## config.mk

```make
export PLATFORM = sky130hd
export DESIGN_NAME = tenure_timer_top
export DESIGN_NICKNAME = d
export VERILOG_FILES = /design/src/rtl/tenure_timer_pkg.sv /design/src/rtl/tenure_limit_regs.sv /design/src/rtl/tenure_count_engine.sv /design/src/rtl/tenure_timer_top.sv
export SDC_FILE = /design/constraint.sdc
export NUM_CORES = 1
export LEC_CHECK = 0
export CAP_MARGIN = 5
export CORE_ASPECT_RATIO = 0.6
export CORE_MARGIN = 2
export CORE_UTILIZATION = 45
export CTS_CLUSTER_DIAMETER = 150
export CTS_CLUSTER_SIZE = 12
export DETAILED_ROUTE_END_ITERATION = 7
export PLACE_DENSITY = 0.69
export SETUP_SLACK_MARGIN = 0.2
export SLEW_MARGIN = 40
export SYNTH_ARGS = -nofsm -noshare
export SYNTH_HDL_FRONTEND = slang
export SYNTH_HIERARCHICAL = 1
export SYNTH_SLANG_ARGS = --single-unit
```

## constraint.sdc

```tcl
create_clock -name clk -period 2 [get_ports clk]
set_input_delay 0.6 -clock clk [delete_from_list [all_inputs] [get_ports clk]]
set_output_delay 0.6 -clock clk [all_outputs]
set_load 0.05 [all_outputs]
```

## src/rtl/tenure_timer_pkg.sv

```systemverilog
package tenure_timer_pkg;
   // two bus interfaces share the mirrored register map
   localparam int unsigned IF_CNT = 2;

   typedef enum logic {
      SIDE_A = 1'b0,
      SIDE_B = 1'b1
   } side_e;

   // register index selected by a hit on the local or the alias offset
   function automatic logic map_index(input logic side, input logic is_alias);
      return is_alias ? ~side : side;
   endfunction
endpackage

```

## src/rtl/tenure_limit_regs.sv

```systemverilog
module tenure_limit_regs
   import tenure_timer_pkg::*;
#(
   parameter int unsigned        CNT_W     = 8,
   parameter int unsigned        ADDR_W    = 8,
   parameter logic [ADDR_W-1:0]  OFS_LOCAL = 8'h0D,
   parameter logic [ADDR_W-1:0]  OFS_ALIAS = 8'h4D
) (
   input  logic                          clk,
   input  logic                          rst_n,
   input  logic                          wr_en,
   input  logic                          wr_side,
   input  logic [ADDR_W-1:0]             wr_addr,
   input  logic [CNT_W-1:0]              wr_data,
   input  logic                          rd_side,
   input  logic [ADDR_W-1:0]             rd_addr,
   output logic [CNT_W-1:0]              rd_data,
   output logic [IF_CNT-1:0][CNT_W-1:0]  limit_o
);

   generate
      if (OFS_LOCAL == OFS_ALIAS) begin : g_bad_map
         $error("tenure_limit_regs: local and alias offsets must differ");
      end
   endgenerate

   logic [IF_CNT-1:0][CNT_W-1:0] lim_q;
   logic                         wr_hit_loc, wr_hit_ali, wr_hit;
   logic                         wr_idx;
   logic                         rd_hit_loc, rd_hit_ali;
   logic                         rd_idx;

   always_comb begin
      wr_hit_loc = (wr_addr == OFS_LOCAL);
      wr_hit_ali = (wr_addr == OFS_ALIAS);
      wr_hit     = wr_en & (wr_hit_loc | wr_hit_ali);
      wr_idx     = map_index(wr_side, wr_hit_ali);
   end

   generate
      for (genvar r = 0; r < IF_CNT; r++) begin : g_reg
         always_ff @(posedge clk or negedge rst_n) begin
            if (!rst_n) begin
               lim_q[r] <= '0;
            end else if (wr_hit && (wr_idx == 1'(r))) begin
               lim_q[r] <= wr_data;
            end
         end
      end
   endgenerate

   always_comb begin
      rd_hit_loc = (rd_addr == OFS_LOCAL);
      rd_hit_ali = (rd_addr == OFS_ALIAS);
      rd_idx     = map_index(rd_side, rd_hit_ali);
      if (rd_hit_loc | rd_hit_ali) begin
         rd_data = lim_q[rd_idx];
      end else begin
         rd_data = '0;
      end
   end

   assign limit_o = lim_q;

   // writes that miss both offsets leave the registers alone
   assert_unmapped_hold_R4 : assert property (@(posedge clk) disable iff (!rst_n)
      (wr_en && (wr_addr != OFS_LOCAL) && (wr_addr != OFS_ALIAS)) |=> $stable(lim_q));

   // a write via the alias never touches the writer's own register
   assert_alias_swap_R3 : assert property (@(posedge clk) disable iff (!rst_n)
      (wr_en && (wr_addr == OFS_ALIAS) && !wr_side) |=> $stable(lim_q[0]));

endmodule

```

## src/rtl/tenure_count_engine.sv

```systemverilog
module tenure_count_engine #(
   parameter int unsigned CNT_W = 8
) (
   input  logic             clk,
   input  logic             rst_n,
   input  logic [CNT_W-1:0] limit_i,
   input  logic             frame_i,
   input  logic             gnt_i,
   input  logic             done_i,
   output logic             expired_o,
   output logic             rel_o
);

   generate
      if (CNT_W < 2) begin : g_bad_width
         $error("tenure_count_engine: CNT_W must be at least 2");
      end
   endgenerate

   localparam logic [CNT_W-1:0] ONE = CNT_W'(1);

   logic             act_q;
   logic             zero_q;
   logic             xfer_q;
   logic [CNT_W-1:0] cnt_q;
   logic             start;
   logic             running;
   logic             at_zero;

   assign start   = frame_i & ~act_q;
   assign running = frame_i & act_q;
   assign at_zero = (cnt_q == '0);

   always_ff @(posedge clk or negedge rst_n) begin
      if (!rst_n) begin
         act_q  <= 1'b0;
         cnt_q  <= '0;
         zero_q <= 1'b0;
         xfer_q <= 1'b0;
      end else begin
         act_q <= frame_i;
         if (start) begin
            cnt_q  <= limit_i;          // snapshot: later writes wait
            zero_q <= (limit_i == '0);
            xfer_q <= 1'b0;
         end else if (running) begin
            if (!at_zero) begin
               cnt_q <= cnt_q - ONE;    // saturates at zero
            end
            if (done_i) begin
               xfer_q <= 1'b1;
            end
         end else begin
            xfer_q <= 1'b0;
         end
      end
   end

   assign expired_o = act_q & at_zero;
   assign rel_o     = expired_o & ~gnt_i & (~zero_q | xfer_q);

   // frame sampled inactive clears the flag next cycle
   assert_expired_clears_R10 : assert property (@(posedge clk) disable iff (!rst_n)
      !frame_i |=> !expired_o);

   // no wrap once expired
   assert_no_wrap_R6 : assert property (@(posedge clk) disable iff (!rst_n)
      (expired_o && frame_i) |=> expired_o);

   // counter steps down by one while running
   assert_count_step_R5 : assert property (@(posedge clk) disable iff (!rst_n)
      (running && !at_zero) |=> (cnt_q == $past(cnt_q) - ONE));

   // a fresh tenure is expired at once only for a zero limit
   assert_reload_R5 : assert property (@(posedge clk) disable iff (!rst_n)
      start |=> (expired_o == ($past(limit_i) == '0)));

endmodule

```

## src/rtl/tenure_timer_top.sv

```systemverilog
module tenure_timer_top
   import tenure_timer_pkg::*;
#(
   parameter int unsigned        CNT_W     = 8,
   parameter int unsigned        ADDR_W    = 8,
   parameter logic [ADDR_W-1:0]  OFS_LOCAL = 8'h0D,
   parameter logic [ADDR_W-1:0]  OFS_ALIAS = 8'h4D
) (
   input  logic              clk,
   input  logic              rst_n,
   input  logic              cfg_wr_en,
   input  logic              cfg_wr_side,
   input  logic [ADDR_W-1:0] cfg_wr_addr,
   input  logic [CNT_W-1:0]  cfg_wr_data,
   input  logic              cfg_rd_side,
   input  logic [ADDR_W-1:0] cfg_rd_addr,
   output logic [CNT_W-1:0]  cfg_rd_data,
   input  logic [1:0]        frame_act,
   input  logic [1:0]        gnt,
   input  logic [1:0]        data_done,
   output logic [1:0]        expired,
   output logic [1:0]        relinquish
);

   generate
      if (IF_CNT != 2) begin : g_bad_ifcnt
         $error("tenure_timer_top: mirrored map needs exactly two interfaces");
      end
      if (ADDR_W < 7) begin : g_bad_addr
         $error("tenure_timer_top: ADDR_W too narrow for the offsets");
      end
   endgenerate

   logic [IF_CNT-1:0][CNT_W-1:0] limit;

   tenure_limit_regs #(
      .CNT_W    (CNT_W),
      .ADDR_W   (ADDR_W),
      .OFS_LOCAL(OFS_LOCAL),
      .OFS_ALIAS(OFS_ALIAS)
   ) u_regs (
      .clk    (clk),
      .rst_n  (rst_n),
      .wr_en  (cfg_wr_en),
      .wr_side(cfg_wr_side),
      .wr_addr(cfg_wr_addr),
      .wr_data(cfg_wr_data),
      .rd_side(cfg_rd_side),
      .rd_addr(cfg_rd_addr),
      .rd_data(cfg_rd_data),
      .limit_o(limit)
   );

   generate
      for (genvar i = 0; i < IF_CNT; i++) begin : g_if
         tenure_count_engine #(
            .CNT_W(CNT_W)
         ) u_eng (
            .clk      (clk),
            .rst_n    (rst_n),
            .limit_i  (limit[i]),
            .frame_i  (frame_act[i]),
            .gnt_i    (gnt[i]),
            .done_i   (data_done[i]),
            .expired_o(expired[i]),
            .rel_o    (relinquish[i])
         );

         // grant still held: master keeps the bus
         assert_grant_holds_R7 : assert property (@(posedge clk) disable iff (!rst_n)
            gnt[i] |-> !relinquish[i]);

         // a release request only follows an elapsed limit
         assert_rel_after_expiry_R5 : assert property (@(posedge clk) disable iff (!rst_n)
            relinquish[i] |-> expired[i]);
      end
   endgenerate

endmodule

```

==> results of run 1 <==
[where the power goes]
group	total [uW]	switching (uW)	internal (uW)
logic	856	431	424
clock network	642	275	367
registers	988	117	871
total	2490	823	1660
[final cells by class]
cell class | count | area (um2)
Sequential cell | 38 | 951
Fill cell | 316 | 1020
Multi-Input combinational cell | 162 | 1460
Tap cell | 63 | 78.8
Clock inverter | 3 | 40.0
Clock buffer | 5 | 68.8
Timing Repair Buffer | 85 | 906
Inverter | 10 | 37.5
[registers in the layout, summed over array words and instances (netlist names)]
register / count
g_if.u_eng/cnt_q: 16
u_regs/limit_o: 16
g_if.u_eng/act_q: 2
g_if.u_eng/xfer_q: 2
g_if.u_eng/zero_q: 2
[stage by stage]
stage	cell area (um2)	setup slack (ns)	utilization
after detailed placement	3170	-0.778	0.695
after global routing	3540	-0.461	0.776
final	3540	-0.369	0.776
after global placement	3170	-0.721	0.695
after CTS	3430	-0.367	0.751
after floorplan	2300	-0.646	-
[critical path, cell delays in order (launching register included)]
cell      delay [ns]
dfrtp_1         0.40
inv_2           0.08
ha_4            0.12
nand3b_1        0.17
nor4_4          0.28
nor3b_4         0.26
buf_12          0.16
[layout by cell type, fill, tap and decap left out, types with 4 or more instances in the layout]
master            n
mux2i_1           4
nor4_1            4
buf_4            28
clkdlybuf4s50_1  14
nand2_1          14
buf_2             5
clkbuf_8          5
a21oi_1          10
nor2_1            9
inv_2             4
mux2_4           16
o22ai_1           6
dfrtp_1          38
a21oi_4           9
nand2_2          13
nor2b_1           4
nand2b_1          4
dlygate4sd2_1     7
buf_12           14
inv_1             6
buf_6            13
nor3_1            4
o21ai_0          14
a21oi_2           5
[timing repair]
action | 4_1_cts | 5_1_grt
pin swaps | 24 | 15
endpoints found under the setup margin | 34 | 27
setup buffers | 5 | 3
gates resized for setup | 81 | 23
[logic make-up after synthesis]
| kind of cell | Yosys count | synth area share |
|---|---|---|
| buffers and inverters | 16 | 0.0352 |
| and+or+nand+nor | 75 | 0.191 |
| DFF | 38 | 0.446 |
| xor gates and xnor gates | 3 | 0.0123 |
| AOI/OAI and AO/OA | 60 | 0.189 |
| muxes | 20 | 0.103 |
| adders and majority gates | 4 | 0.0235 |
[how the worst max path moves through the flow]
stage	start	to	slack, ns
floorplan	g_if[0].u_eng/cnt_q[4]	relinquish[0]	-0.65
global placement	cfg_rd_addr[6]	cfg_rd_data[4]	-0.72
detailed placement	cfg_rd_addr[6]	cfg_rd_data[4]	-0.78
CTS	g_if[0].u_eng/cnt_q[3]	relinquish[0]	-0.37
global route	g_if[1].u_eng/cnt_q[0]	relinquish[1]	-0.46
finish	g_if[0].u_eng/cnt_q[1]	relinquish[0]	-0.37
[metal layers]
layer	wire (um)	up-vias	global-route usage
met4	5	0	0.0420
met5	0	-	0
met2	3000	93	0.382
met1	2920	1037	0.375
li1	-	972	-
met3	542	2	0.0674
==> flow_summary.json, run 1 <==
{
  "status": "finished, violations left",
  "violations": "negative setup slack",
  "fin_skew_ns": 0.00651,
  "tns_ns": -1.73,
  "grt_pass1_wl_mm": 10.3,
  "htreeDepth": 2,
  "initial_core_util": 0.467,
  "area_delta_synth_final_pct": 66.1,
  "clock_latency_ns": 0.29,
  "synth_area_um2": 2130,
  "cts_tree": "yes",
  "cts.sinks": 38,
  "worst_slack_ns": -0.369,
  "final_cells": 366,
  "wl_mm": 6.47,
  "drv_cap": 0,
  "nets": 341,
  "grt_max_degree": 39,
  "antenna_found_initial": 0,
  "whs_ns": 0.354,
  "cp.arrival_ns": 1.77,
  "gp_congestion": 0.864,
  "dp.final_hpwl_mm": 4.62,
  "worstReg2RegEnd": "g_if[0].u_eng/cnt_q[4]",
  "synth.distinct_cells": 35,
  "die_w_um": 92.9,
  "synth_warnings": 6,
  "cts_hold_buf": 0,
  "port-buffer-count": 46,
  "power_density_nw_per_um2": 701,
  "synth.avg_cell_area_um2": 9.88,
  "vias": 2104,
  "reg2reg_slack_ns": 0.20,
  "synthArstFlopShare": 1.00,
  "fp.dieArea_um2": 5330,
  "post-synth-top-area-fraction": 0.446,
  "dr.pass1.iters": 4,
  "dp.cells": 350,
  "critPathLaunchType": "flip-flop",
  "wl_per_cell_um": 17.7,
  "drv_slew": 0,
  "critPathCaptureType": "primary output",
  "path_max_fanout": 2,
  "tightestPinTransition_ns": 0.481,
  "rows": 19,
  "p_leak_uw": 0.00151,
  "rsz0062_at_grt": "true",
  "fin_crit_sh": 1.18,
  "grt_pass1_vias": 1993,
  "synth_largest_area_cell": "dfrtp_1",
  "synth.most_common_cell": "dfrtp_1",
  "drive_gt1_frac": 0.449,
  "timing.rr.start": "g_if[0].u_eng/cnt_q[1]",
  "grtUsageTotal": 0.253,
  "synth_edf_count": 0,
  "antenna_cells": 0,
  "vias_per_cell": 5.75,
  "timing.final.hold_violations": 0,
  "grt-ovfl-total": 0,
  "cp.required_ns": 1.40,
  "drtIter0Drc": 135,
  "clockBufferDepth": 2,
  "coreArea_um2": 4560,
  "worstRegToRegCells": 8,
  "fin_crit_ns": 2.37,
  "drc": 0,
  "finalSetupViolations": 12,
  "yosysSeqAreaShare": 0.446,
  "syn_nets": 255,
  "clock-root-buffer": "clkbuf_8",
  "ant_nets": 0,
  "ir_drop_mv": 0.405,
  "path_class": "reg2out",
  "ys.flop_type": "dfrtp_1",
  "ios": 47,
  "cts_buffers": 5,
  "slew_headroom": 0.677,
  "path_clk_slew_ns": 0.07,
  "die_y_um": 57.3,
  "ys_seq_elements": 38,
  "min_path_type": "in2async",
  "synthCells": 216,
  "synth_area_leaders": "dfrtp_1 (45%), mux2_2 (8.4%), a21oi_1 (5.6%)",
  "synth_common_cells": "dfrtp_1 (38), nand2_1 (30), a21oi_1 (24)",
  "total_power_uw": 2490,
  "max_freq_mhz": 422
}
No activity file was read; power rests on OpenSTA's default activity.
==> inputs of run 2 (changes only) <==
Settings changed: PLACE_DENSITY 0.69 to default, PLACE_DENSITY_LB_ADDON from default to 0.2, REMOVE_ABC_BUFFERS from default to 1.
==> run 2 against run 1 <==
Net effect:
- the run still ends with negative setup slack left
- sequential share of layout area is 0.42 points lower
- hold slack worse by 0.0017 ns
- register-to-register slack worse by 0.13 ns
- clock skew barely moved
- cell count rose by 3.6%
- total power increased by 0.35%
- die area did not move
- clock power is 14% lower
- flip-flop and latch count stayed put
- largest cell class unchanged
==> flow_summary.json, run 2 (synthesis results as in run 1) <==
{
  "cp.required_ns": 1.40,
  "power_density_nw_per_um2": 693,
  "die_w_um": 92.9,
  "fp.dieArea_um2": 5330,
  "antenna_cells": 0,
  "status": "finished, violations left",
  "fin_crit_sh": 1.24,
  "port-buffer-count": 46,
  "initial_core_util": 0.467,
  "drtIter0Drc": 246,
  "grt_pass1_wl_mm": 10.3,
  "grt_max_degree": 39,
  "vias_per_cell": 5.82,
  "crit_chain": "inv_2, ha_4, nand3b_1, nor4_4, buf_4, nor3b_2, buf_4, buf_12",
  "clock-root-buffer": "clkbuf_8",
  "coreArea_um2": 4560,
  "worst_slack_ns": -0.489,
  "ios": 47,
  "cts_tree": "yes",
  "path_clk_slew_ns": 0.07,
  "cp_common_cell": "buf_4",
  "drc": 0,
  "cts.sinks": 38,
  "ant_nets": 0,
  "fillCellCount": 280,
  "violations": "negative setup slack",
  "min_path_type": "in2async",
  "rsz0062_at_grt": "true",
  "startpoint": "g_if[0].u_eng/cnt_q[1]",
  "finalSetupViolations": 12,
  "vias": 2206,
  "die_y_um": 57.3,
  "fin_skew_ns": 0.00681,
  "grt-ovfl-total": 0,
  "total_power_uw": 2490,
  "p_leak_uw": 0.00154,
  "critPathLaunchType": "flip-flop",
  "critPathCaptureType": "primary output",
  "layout_commonest_cell": "dfrtp_1",
  "path_class": "reg2out",
  "worstRegToRegCells": 9,
  "drive_gt1_frac": 0.475,
  "final_cell_mix": "dfrtp_1 (38), buf_4 (37), nand2_1 (22)",
  "worst_path_max_delay_cell": "dfrtp_1",
  "clock_latency_ns": 0.30,
  "multiInputGateArea_um2": 1430,
  "gp_congestion": 0.887,
  "wl_per_cell_um": 18.0,
  "grt_pass1_vias": 2048,
  "slowest_delay_ns": 0.39,
  "drv_slew": 0,
  "fin_crit_ns": 2.49,
  "htreeDepth": 2,
  "seqCellArea_um2": 951,
  "postLayoutCoreUtil": 0.789,
  "cts_buffers": 5,
  "cp.arrival_ns": 1.89,
  "tightestPinTransition_ns": 0.529,
  "antenna_found_initial": 0,
  "area_delta_synth_final_pct": 68.7,
  "clockBufferDepth": 2,
  "timing.final.hold_violations": 0,
  "max_freq_mhz": 402,
  "nets": 354,
  "drv_cap": 0,
  "rows": 19,
  "dp.final_hpwl_mm": 4.39,
  "dr.pass1.iters": 7,
  "slew_headroom": 0.644,
  "reg2reg_slack_ns": 0.07,
  "path_max_fanout": 2,
  "worstReg2RegEnd": "g_if[1].u_eng/cnt_q[4]",
  "wl_mm": 6.83,
  "ir_drop_mv": 0.424,
  "timing.rr.start": "g_if[1].u_eng/cnt_q[0]",
  "grtUsageTotal": 0.255
}
-- run 2: cell types whose count changed in the layout (fill, tap and decap cells not counted), sizes merged --
| cell | before | now |
|---|---|---|
| dlymetal6s2s | 1 | 0 |
| clkinv | 2 | 1 |
| buf | 61 | 74 |
| bufinv | 1 | 0 |
| clkbuf | 6 | 8 |
| dlygate4sd2 | 7 | 8 |
-- run 2: layer usage --
| layer | vias up | wire (um) | GRT usage |
|---|---|---|---|
| li1 | 990 | - | - |
| met1 | 1077 | 3030 | 0.376 |
| met2 | 124 | 2980 | 0.366 |
| met3 | 15 | 747 | 0.0964 |
| met4 | 0 | 70 | 0.0462 |
| met5 | - | 0 | 0 |
-- run 2: timing repair --
item	4_1_cts	5_1_grt
hold buffers	0	0
endpoints found under the setup margin	29	31
pin swaps	18	15
gates resized for setup	92	41
cloned	0	0
setup buffers	5	8
-- run 2: final cells by class --
cell class	instances	area share
inverter	10	0.0104
clock buffer	7	0.0240
sequential	38	0.264
clock inverter	1	0.00139
tap	63	0.0219
multi-input combinational	162	0.398
timing repair buffer	98	0.280
-- run 2: stage by stage --
step / setup TNS, ns / std cells / hold WS [ns] / setup slack (ns) / instance area, um2
global placement: -11.39 / 358 / 0.461 / -0.637 / 3070
CTS: -2.14 / 371 / 0.365 / -0.462 / 3380
global route: -3.03 / 379 / 0.376 / -0.581 / 3600
finish: -2.43 / 379 / 0.352 / -0.489 / 3600
detailed placement: -11.66 / 358 / 0.463 / -0.622 / 3070
floorplan: -10.60 / 210 / 0.304 / -2.35 / 2100
-- run 2: where the power goes --
group          total (uW)  switching (uW)  internal [uW]
Clock                 554             275            278
Combinational         979             498            481
Sequential            961            90.3            871
Total                2490             864           1630
-- run 2: worst max-delay path: cells and delay by family, from the launching register on --
family,cells,cell delay (ns)
flops,1,0.39
simple gates,3,0.59
buf+inv,4,0.49
fa+ha+maj,1,0.13
-- run 2: worst max-delay path by stage --
stage	endpoint	slack [ns]	cells past startpoint
floorplan	relinquish[0]	-2.35	3
detailed placement	cfg_rd_data[1]	-0.62	6
global placement	cfg_rd_data[1]	-0.64	6
global route	relinquish[0]	-0.58	8
CTS	relinquish[0]	-0.46	6
finish	relinquish[0]	-0.49	8
==> inputs of run 3 (changes only) <==
Settings changed: CELL_PAD_IN_SITES_DETAIL_PLACEMENT from default to 1, CELL_PAD_IN_SITES_GLOBAL_PLACEMENT from default to 1, CORE_UTILIZATION 45 to 38.
==> run 3 against run 2 <==
Net effect:
- the run still ends with negative setup slack left
- critical path type unchanged
- via count grew 0.45%
- first-iteration DRC count is 54% lower
- cell count is 2.9% higher
- critical endpoint unchanged
- highest routed layer unchanged
- total power rose by 3.1%
==> flow_summary.json, run 3 (synthesis results as in run 1) <==
{
  "rsz0062_at_grt": "true",
  "clock_latency_ns": 0.29,
  "critPathCaptureType": "primary output",
  "tightestPinTransition_ns": 0.508,
  "max_freq_mhz": 403,
  "status": "finished, violations left",
  "htreeDepth": 2,
  "critPathLaunchType": "flip-flop",
  "grt_pass1_wl_mm": 11.8,
  "slew_headroom": 0.661,
  "p_comb_frac": 0.403,
  "cts_buffers": 5,
  "wl_mm": 8.49,
  "clockBufferDepth": 2,
  "grt_pass1_vias": 2298,
  "vias": 2216,
  "final_cell_mix": "buf_4 (39), dfrtp_1 (38), buf_6 (19)",
  "vias_per_cell": 5.68,
  "power_density_nw_per_um2": 698,
  "seq_power_share": 0.377,
  "grt_max_degree": 39,
  "min_path_type": "in2async",
  "place_ws_ns": -0.942,
  "switchingPower_uw": 917,
  "final_cells": 390,
  "fin_skew_ns": 0.00506,
  "dp.final_hpwl_mm": 5.15,
  "whs_ns": 0.370,
  "coreArea_um2": 5490,
  "die_w_um": 101,
  "drc": 0,
  "wl_per_cell_um": 21.8,
  "ant_nets": 0,
  "cts.sinks": 38,
  "ir_drop_mv": 0.356,
  "path_max_fanout": 2,
  "p_clk_frac": 0.220,
  "antenna_found_initial": 0,
  "cp.arrival_ns": 1.88,
  "finalSetupViolations": 15,
  "worst_slack_ns": -0.479,
  "cts_tree": "yes",
  "dr.pass1.iters": 4,
  "port-buffer-count": 46,
  "sw_frac_of_total": 0.357,
  "p_leak_uw": 0.00159,
  "fin_crit_sh": 1.24,
  "ios": 47,
  "gp_congestion": 0.847,
  "initial_core_util": 0.388,
  "postLayoutCoreUtil": 0.671,
  "nets": 359,
  "worstRegToRegCells": 8,
  "dp.cells": 366,
  "violations": "negative setup slack",
  "grtUsageTotal": 0.248,
  "rows": 21,
  "drv_cap": 0,
  "fin_crit_ns": 2.48,
  "path_clk_slew_ns": 0.08,
  "grt-ovfl-total": 0,
  "layout_commonest_cell": "buf_4",
  "die_y_um": 62.0,
  "drv_slew": 0,
  "fp.dieArea_um2": 6250,
  "area_delta_synth_final_pct": 72.7,
  "clock-root-buffer": "clkbuf_8",
  "antenna_cells": 0,
  "cp.required_ns": 1.40,
  "cts_hold_buf": 0,
  "timing.final.hold_violations": 0,
  "tns_ns": -2.55,
  "path_class": "reg2out",
  "drtIter0Drc": 114,
  "drive_gt1_frac": 0.489,
  "p_int_uw": 1650
}
[run 3: cell count changes in the layout (fill, tap and decap cells not counted), moves of 2 or more]
cell / delta
a21oi_4: -2
a21oi_1: +4
a21oi_2: -2
nand2_2: +3
o21ai_0: -2
nand2_1: -4
mux2_4: +8
mux2_2: -8
buf_6: +3
buf_4: +2
[run 3: worst paths after layout]
check,start,slack (ns),end
worst max-delay path,g_if[0].u_eng/cnt_q[5],-0.48,relinquish[0]
worst min-delay path,rst_n,0.37,g_if[0].u_eng/cnt_q[1]
worst max register to register,g_if[0].u_eng/cnt_q[5],-0.04,g_if[0].u_eng/cnt_q[0]
worst min register to register,g_if[0].u_eng/zero_q,0.48,g_if[0].u_eng/zero_q
max in group asynchronous,rst_n,1.28,g_if[0].u_eng/cnt_q[4]
min in group clk,g_if[0].u_eng/zero_q,0.48,g_if[0].u_eng/zero_q
[run 3: per-stage QoR]
stage / area (um2) / total power [uW]
floorplan: 2100 / 1310
global placement: 3090 / 1700
detailed placement: 3090 / 1730
CTS: 3460 / 2390
global route: 3680 / 2700
finish: 3680 / 2570
[run 3: power by group through the flow]
| stage | Clock, uW | Combinational (uW) | Sequential [uW] |
|---|---|---|---|
| after CTS | 569 | 869 | 953 |
| after global placement | 0 | 745 | 952 |
| after detailed placement | 0 | 772 | 954 |
| final | 566 | 1040 | 969 |
| after global routing | 600 | 1110 | 984 |
| after floorplan | 0 | 334 | 979 |
[run 3: layout make-up]
cell class / instances / area (um2)
multi-input combinational: 162 / 1450
sequential: 38 / 951
tap: 69 / 86.3
fill: 572 / 1810
clock buffer: 7 / 86.3
inverter: 10 / 37.5
clock inverter: 1 / 5.00
timing repair buffer: 103 / 1070
[run 3: critical path, stage by stage, from the launching register on]
cell and delay, ns:
dfrtp_1 0.39, or3_4 0.41, nor4_4 0.25, buf_4 0.14, nor3b_2 0.14, buf_4 0.14, buf_12 0.12
[run 3: routing by layer]
metal,share of wire,vias up,GRT usage
met5,0,-,0
met2,0.47,86,0.398
met1,0.46,1115,0.350
met3,0.054,11,0.0604
li1,-,1004,-
met4,0.014,0,0.0411
[run 3: what timing repair did]
item,in CTS,in global routing
pin swaps,28,18
resized for setup,104,46
gates cloned,0,0
buffers inserted,8,8
endpoints found under the hold margin,0,0
endpoints found under the setup margin,33,41
